### src/rtl/ctr_pkg.sv
package ctr_pkg;
  typedef enum logic [2:0] {
    OP_NOP     = 3'd0,
    OP_READ    = 3'd1,
    OP_WRITE   = 3'd2,
    OP_ENTER   = 3'd3,
    OP_EXIT    = 3'd4,
    OP_SAVE    = 3'd5,
    OP_RESTORE = 3'd6,
    OP_ALLOC   = 3'd7
  } op_t;

  // Constant used both for reset keys and for per-interrupt key stepping.
  localparam logic [31:0] KEY_STEP = 32'h9E3779B9;
endpackage

### src/rtl/ctr_key_table.sv
module ctr_key_table
  import ctr_pkg::*;
#(
  parameter int NID    = 8,
  parameter int DW     = 32,
  parameter int SUP_ID = 7,
  parameter int IDW    = $clog2(NID)
) (
  input  logic           clk,
  input  logic           rst,
  input  logic           irq,
  input  logic           alloc_req,
  input  logic [IDW-1:0] lk_id,
  output logic [DW-1:0]  lk_key,
  output logic [NID-1:0] valid,
  output logic           alloc_hit,
  output logic [IDW-1:0] alloc_slot,
  output logic           full
);
  logic [DW-1:0]  key_q [NID];
  logic [NID-1:0] valid_q;

  always_ff @(posedge clk) begin
    if (rst) begin
      for (int i = 0; i < NID; i++) key_q[i] <= DW'(KEY_STEP * 32'(i + 1));
      valid_q <= NID'(1) | (NID'(1) << SUP_ID);
    end else begin
      if (irq)
        for (int i = 0; i < NID; i++)
          key_q[i] <= {key_q[i][DW-2:0], key_q[i][DW-1]} ^ DW'(KEY_STEP);
      if (alloc_req && alloc_hit) valid_q[alloc_slot] <= 1'b1;
    end
  end

  // Lowest-numbered free entry wins.
  always_comb begin
    alloc_hit  = 1'b0;
    alloc_slot = '0;
    for (int i = NID - 1; i >= 0; i--)
      if (!valid_q[i]) begin
        alloc_hit  = 1'b1;
        alloc_slot = IDW'(i);
      end
  end

  assign lk_key = key_q[lk_id];
  assign valid  = valid_q;
  assign full   = &valid_q;

  // Keys move only on an interrupt edge.
  p_keys_hold_r7: assert property (@(posedge clk) disable iff (rst)
    !irq |=> $stable(key_q[0]));
  // Once an entry is handed out it stays in use.
  p_valid_sticky_r8: assert property (@(posedge clk) disable iff (rst)
    valid_q[0] |=> valid_q[0]);
endmodule

### src/rtl/ctr_seal.sv
module ctr_seal #(
  parameter int DW  = 32,
  parameter int IDW = 3,
  parameter int HW  = DW / 2
) (
  input  logic [DW-1:0]  din,
  input  logic [DW-1:0]  key,
  input  logic [IDW-1:0] id,
  input  logic           unseal,
  output logic [DW-1:0]  plain,
  output logic [DW-1:0]  cipher,
  output logic [HW-1:0]  hash
);
  logic [HW-1:0] fold;

  always_comb begin
    plain  = unseal ? (din ^ key) : din;
    cipher = plain ^ key;
    fold   = (plain[DW-1:HW] ^ key[HW-1:0]) + (plain[HW-1:0] ^ key[DW-1:HW]);
    hash   = fold ^ (HW'(id) << 5);
  end
endmodule

### src/rtl/ctr_regs.sv
module ctr_regs #(
  parameter int NREG = 8,
  parameter int DW   = 32,
  parameter int IDW  = 3,
  parameter int RAW  = $clog2(NREG)
) (
  input  logic           clk,
  input  logic           rst,
  input  logic [RAW-1:0] addr,
  output logic [DW-1:0]  rdata,
  output logic [IDW-1:0] rtag,
  input  logic           we,
  input  logic [DW-1:0]  wdata,
  input  logic [IDW-1:0] wtag
);
  logic [DW-1:0]  data_q [NREG];
  logic [IDW-1:0] tag_q  [NREG];

  always_ff @(posedge clk) begin
    if (rst) begin
      for (int i = 0; i < NREG; i++) begin
        data_q[i] <= '0;
        tag_q[i]  <= '0;
      end
    end else if (we) begin
      data_q[addr] <= wdata;
      tag_q[addr]  <= wtag;
    end
  end

  assign rdata = data_q[addr];
  assign rtag  = tag_q[addr];
endmodule

### src/rtl/ctr_regfile.sv
module ctr_regfile
  import ctr_pkg::*;
#(
  parameter int NREG   = 8,
  parameter int DW     = 32,
  parameter int NID    = 8,
  parameter int SUP_ID = 7,
  localparam int RAW   = $clog2(NREG),
  localparam int IDW   = $clog2(NID),
  localparam int HW    = DW / 2
) (
  input  logic           clk,
  input  logic           rst,
  input  logic           cmd_valid,
  input  logic [2:0]     cmd_op,
  input  logic [RAW-1:0] cmd_reg,
  input  logic [IDW-1:0] cmd_id,
  input  logic [DW-1:0]  cmd_data,
  input  logic [HW-1:0]  cmd_hash,
  input  logic           irq,
  output logic [IDW-1:0] cur_id,
  output logic           rd_valid,
  output logic [DW-1:0]  rd_data,
  output logic           acc_fault,
  output logic           sv_valid,
  output logic [DW-1:0]  sv_cipher,
  output logic [HW-1:0]  sv_hash,
  output logic [IDW-1:0] sv_owner,
  output logic           integ_fault,
  output logic           alloc_ok,
  output logic [IDW-1:0] alloc_id,
  output logic           kt_full
);
  op_t            op;
  logic [DW-1:0]  r_data, s_plain, s_cipher, lk_key, w_data;
  logic [IDW-1:0] r_tag, lk_id, w_tag, a_slot;
  logic [HW-1:0]  s_hash;
  logic [NID-1:0] kt_valid;
  logic           permit, hash_ok, we, a_hit;

  assign op      = cmd_valid ? op_t'(cmd_op) : OP_NOP;
  assign permit  = (r_tag == '0) || (r_tag == cur_id);
  assign lk_id   = (op == OP_SAVE) ? r_tag : cmd_id;
  assign hash_ok = (s_hash == cmd_hash);
  assign we      = ((op == OP_WRITE) && permit) || ((op == OP_RESTORE) && hash_ok);
  assign w_data  = (op == OP_WRITE) ? cmd_data : s_plain;
  assign w_tag   = (op == OP_WRITE) ? cur_id : cmd_id;

  ctr_regs #(.NREG(NREG), .DW(DW), .IDW(IDW)) u_regs (
    .clk(clk), .rst(rst), .addr(cmd_reg), .rdata(r_data), .rtag(r_tag),
    .we(we), .wdata(w_data), .wtag(w_tag));

  ctr_key_table #(.NID(NID), .DW(DW), .SUP_ID(SUP_ID)) u_keys (
    .clk(clk), .rst(rst), .irq(irq), .alloc_req(op == OP_ALLOC),
    .lk_id(lk_id), .lk_key(lk_key), .valid(kt_valid),
    .alloc_hit(a_hit), .alloc_slot(a_slot), .full(kt_full));

  ctr_seal #(.DW(DW), .IDW(IDW)) u_seal (
    .din((op == OP_RESTORE) ? cmd_data : r_data), .key(lk_key), .id(lk_id),
    .unseal(op == OP_RESTORE), .plain(s_plain), .cipher(s_cipher), .hash(s_hash));

  always_ff @(posedge clk) begin
    if (rst) begin
      cur_id      <= '0;
      rd_valid    <= 1'b0;
      rd_data     <= '0;
      acc_fault   <= 1'b0;
      sv_valid    <= 1'b0;
      sv_cipher   <= '0;
      sv_hash     <= '0;
      sv_owner    <= '0;
      integ_fault <= 1'b0;
      alloc_ok    <= 1'b0;
      alloc_id    <= '0;
    end else begin
      rd_valid    <= 1'b0;
      acc_fault   <= 1'b0;
      sv_valid    <= 1'b0;
      integ_fault <= 1'b0;
      alloc_ok    <= 1'b0;
      case (op)
        OP_READ: begin
          rd_valid  <= 1'b1;
          rd_data   <= permit ? r_data : '0;
          acc_fault <= !permit;
        end
        OP_WRITE:   acc_fault <= !permit;
        OP_ENTER:   if (cmd_id != '0 && kt_valid[cmd_id]) cur_id <= cmd_id;
        OP_EXIT:    cur_id <= '0;
        OP_SAVE: begin
          sv_valid  <= 1'b1;
          sv_cipher <= s_cipher;
          sv_hash   <= s_hash;
          sv_owner  <= r_tag;
        end
        OP_RESTORE: integ_fault <= !hash_ok;
        OP_ALLOC: if (a_hit) begin
          alloc_ok <= 1'b1;
          alloc_id <= a_slot;
        end
        default: ;
      endcase
    end
  end

  p_refused_read_zero_r3: assert property (@(posedge clk) disable iff (rst)
    (rd_valid && acc_fault) |-> (rd_data == '0));
  p_exit_clears_r4: assert property (@(posedge clk) disable iff (rst)
    (cmd_valid && cmd_op == 3'd4) |=> (cur_id == '0));
  p_one_result_r9: assert property (@(posedge clk) disable iff (rst)
    $onehot0({rd_valid, sv_valid, integ_fault, alloc_ok}));
  p_full_blocks_r8: assert property (@(posedge clk) disable iff (rst)
    (cmd_valid && cmd_op == 3'd7 && kt_full) |=> !alloc_ok);
  p_idle_quiet_r9: assert property (@(posedge clk) disable iff (rst)
    !cmd_valid |=> (!rd_valid && !sv_valid && !acc_fault && !integ_fault && !alloc_ok));
endmodule

### config.mk
export PLATFORM = sky130hd
export DESIGN_NAME = ctr_regfile
export DESIGN_NICKNAME = d
export VERILOG_FILES = /design/src/rtl/ctr_pkg.sv /design/src/rtl/ctr_key_table.sv /design/src/rtl/ctr_seal.sv /design/src/rtl/ctr_regs.sv /design/src/rtl/ctr_regfile.sv
export SDC_FILE = /design/constraint.sdc
export NUM_CORES = 1
export LEC_CHECK = 0
export BUFFER_PORTS_ARGS = -buffer_cell sky130_fd_sc_hd__buf_2
export CAP_MARGIN = 20
export CORE_MARGIN = 3
export CORE_UTILIZATION = 45
export DETAILED_ROUTE_END_ITERATION = 7
export GPL_TIMING_DRIVEN = 0
export MAX_ROUTING_LAYER = met4
export PLACE_DENSITY = 0.6
export SLEW_MARGIN = 20
export SYNTH_ARGS = -nofsm -noshare
export SYNTH_HDL_FRONTEND = slang
export SYNTH_SLANG_ARGS = --single-unit
### constraint.sdc
create_clock -name clk -period 10.6 [get_ports clk]
set_input_delay 0.53 -clock clk [delete_from_list [all_inputs] [get_ports clk]]
set_output_delay 0.53 -clock clk [all_outputs]
set_load 0.01 [all_outputs]
==> impl_results.md <==
* Largest net degree at the start of global routing at 58
* Sinks on Clock Net at 638
* CTS tree: built
* Class of the worst hold path: primary input to flip-flop
* Post-synthesis sequential area ratio at 0.581
* Placer Congestion at 0.966
* Grt ovf at 0
* Placed Instances at 3844
* WL per Instance at 29.0 um
* Maximum clock frequency at 0.105 GHz
* RSZ-0062 raised after global routing: no
* Final hold violation count at 0
* Count of final max-slew check failures at 0
* Crit path top cell by count: sky130_fd_sc_hd__buf_2
* Run status: finished, final reports clean
* DRC Markers at 0
* Leading register cell type out of synthesis: sky130_fd_sc_hd__edfxtp_1
* Async S/R FF share, synth at 0
* Slew at the pin closest to its max-slew limit at 1.24 ns
* Synth-to-Final Area Change at 15.9%
* Later-pin clock latency in the skew report at 0.63 ns
* Startpoint type of the worst setup path: primary input
* Post-synth design cell area at 0.0312 mm2
* Final setup violation count at 0
* Syn_area_per_cell at 11.4 um2
* Cell with the largest stage delay on the worst path: sky130_fd_sc_hd__a211oi_2
* Clock transition at the register clock pins on the worst setup and hold paths after CTS at 0.06 ns
* Number of storage elements in the synthesis netlist at 638
* Leakage component of the power at 0.0121 uW
* Initial standard-cell utilization of the core at 0.459
* Total number of vias at 24.8k
* Design Area, Final at 0.0362 mm2
* Overall power of the completed layout at 6620 uW
* Number of max-capacitance violations reported at 0
* Post-Route WL at 115000 um
* Crit path time final at 9.54 ns
* Critical path's top delay family: compound AO/OA/AOI/OAI gates
* Residual antenna-violating net count after detailed routing at 0
* Worst-path fanout max at 16
* Area after DPL at 0.0339 mm2
* Resized cells post-CTS at 0
* Hold_buf cts at 0
* Post-synth EDFFs at 536
* Period utilization at 0.900
* Crit path required time at 10.93 ns
* Headroom to the max-slew limit at 0.173
* Highest cell delay on the worst timing path at 0.77 ns
* Core Box Area at 0.0680 mm2
* Full die area at 0.0726 mm2
* Layout cells sized above 1 at 0.162
* I/O pin count at 156
* Post-layout util at 0.532
* Detail Placement HPWL at 83800 um
* Global-route wire length before repair at 165000 um
* Cell Rows at 95
* Buffers on Ports at 151
* Final instance count without filler cells at 3974
* CTS root buffer: sky130_fd_sc_hd__clkbuf_16
* DIE WIDTH at 269 um
* Via-per-instance ratio at 6.25
* Pwr per Cell Area at 183 mW/mm2
* Leading cell type in the layout, fill and taps excluded: sky130_fd_sc_hd__edfxtp_1
* Overall global routing resource usage at 0.320
* Highest-count cells in the layout ignoring fill and taps: sky130_fd_sc_hd__edfxtp_1 (536), sky130_fd_sc_hd__nand2_1 (512), sky130_fd_sc_hd__a21oi_1 (392)
* Floorplan die height at 269 um
* Buffers plus inverters on the worst setup path at 7
* Post-CTS repair timing setup buffer count at 0
* Critical path endpoint category: flip-flop
* Htree depth at 3
* Longest Clk Path Bufs at 3
* Post-synthesis cell type count at 77
* Iteration count of the initial detailed-routing pass at 6
* Number of CTS-inserted buffers at 73
* Number of antenna violations at the first check in global routing at 7
* Worst endpoint data arrival time at 9.88 ns
* Clk_skew at 0.0346 ns
* Post-Route Hold Slack at 0.297 ns
* Syn_nets at 2820
* Worst vdd rail ir drop at 0.134 mV
* Type of the worst setup path: primary input to flip-flop
* Number of design-rule violations left by the first detailed-router iteration at 3932
* Post-Synthesis Cells at 2743
* Layout net count at 3075
* Count of warnings emitted by yosys at 0
* Via count of the first global-routing pass at 23.7k
## sequential cells by signal, indices dropped and copies added, names as in the netlist
register / flops
alloc_id: 3
u_keys.valid: 8
alloc_ok: 1
u_keys.key_q: 256
acc_fault: 1
cur_id: 3
integ_fault: 1
sv_valid: 1
sv_owner: 3
sv_hash: 16
rd_valid: 1
rd_data: 32
u_regs.tag_q: 24
u_regs.data_q: 256
sv_cipher: 32
## cells in the mapped netlist, types with 34 or more instances
cell,n,area [um2]
sky130_fd_sc_hd__xnor2_1,58,508
sky130_fd_sc_hd__nand2b_1,58,363
sky130_fd_sc_hd__and2_1,51,319
sky130_fd_sc_hd__mux4_2,64,1440
sky130_fd_sc_hd__edfxtp_1,536,16100
sky130_fd_sc_hd__nand2_1,512,1920
sky130_fd_sc_hd__a21oi_1,401,2010
sky130_fd_sc_hd__clkbuf_1,147,552
sky130_fd_sc_hd__or3_1,34,213
sky130_fd_sc_hd__mux2i_1,57,571
sky130_fd_sc_hd__nor2_1,169,634
sky130_fd_sc_hd__o22ai_1,44,275
sky130_fd_sc_hd__dfxtp_1,102,2040
sky130_fd_sc_hd__xor2_1,58,508
## worst reg2reg max path, delay by kind of cell (launching register included)
family                   cells  cell delay [ns]
multiplexers                 5             1.55
AND/OR/NAND/NOR              3             1.02
adder cells (fa/ha/maj)      2             0.69
XOR/XNOR                     2             0.37
AO/OA/AOI/OAI                9             3.45
buffers and inverters        6             1.60
flip-flops                   1             0.32
## path summary, 6_finish.rpt
path | start | to | slack, ns | cells past startpoint
worst max register to register | u_regs.tag_q[2][1] | u_regs.data_q[6][1] | 1.30 | 27
worst max-delay path | cmd_reg[1] | u_regs.data_q[6][1] | 1.06 | 28
worst min-delay path | cmd_id[2] | cur_id[2] | 0.30 | 3
worst min register to register | rd_data[15] | rd_data[15] | 0.45 | 2
## per-stage QoR
step | TNS (ns) | setup WS [ns]
5_1_grt | 0 | 0.802
4_1_cts | 0 | 1.24
3_5_place_dp | 0 | 0.612
6_report | 0 | 1.06
2_1_floorplan | 0 | 2.38
3_3_place_gp | -537.34 | -2.05
## report_power, final
part	switching (uW)	internal (uW)	total, uW
Clock	1050	1400	2450
Sequential	51.5	2830	2880
Combinational	821	461	1280
## final cells by class
type                            instances  area [um2]
Inverter                                5        18.8
Clock inverter                         32         272
Buffer                                223        1040
Antenna cell                            2        5.00
Sequential cell                       638       18100
Fill cell                            5968       31800
Multi-Input combinational cell       1877       12200
Timing Repair Buffer                  180        1360
Tap cell                              921        1150
Clock buffer                           96        2000
## logic make-up after synthesis
kind of cell / count (synthesis) / synth area share
AOI/OAI and AO/OA: 647 / 0.124
xor gates and xnor gates: 119 / 0.0347
adders and majority gates: 16 / 0.00665
buffers and inverters: 228 / 0.0340
DFF: 638 / 0.581
muxes: 164 / 0.0885
and+or+nand+nor: 931 / 0.132
## routing by layer
metal  vias up  global-route usage  part of all wire
li1      10500                   -                 -
met2      1603               0.477              0.45
met5         -                   -                 0
met3       299              0.0671              0.11
met4         0               0.153             0.054
met1     12400               0.419              0.39
No activity file was read; power rests on OpenSTA's default activity.
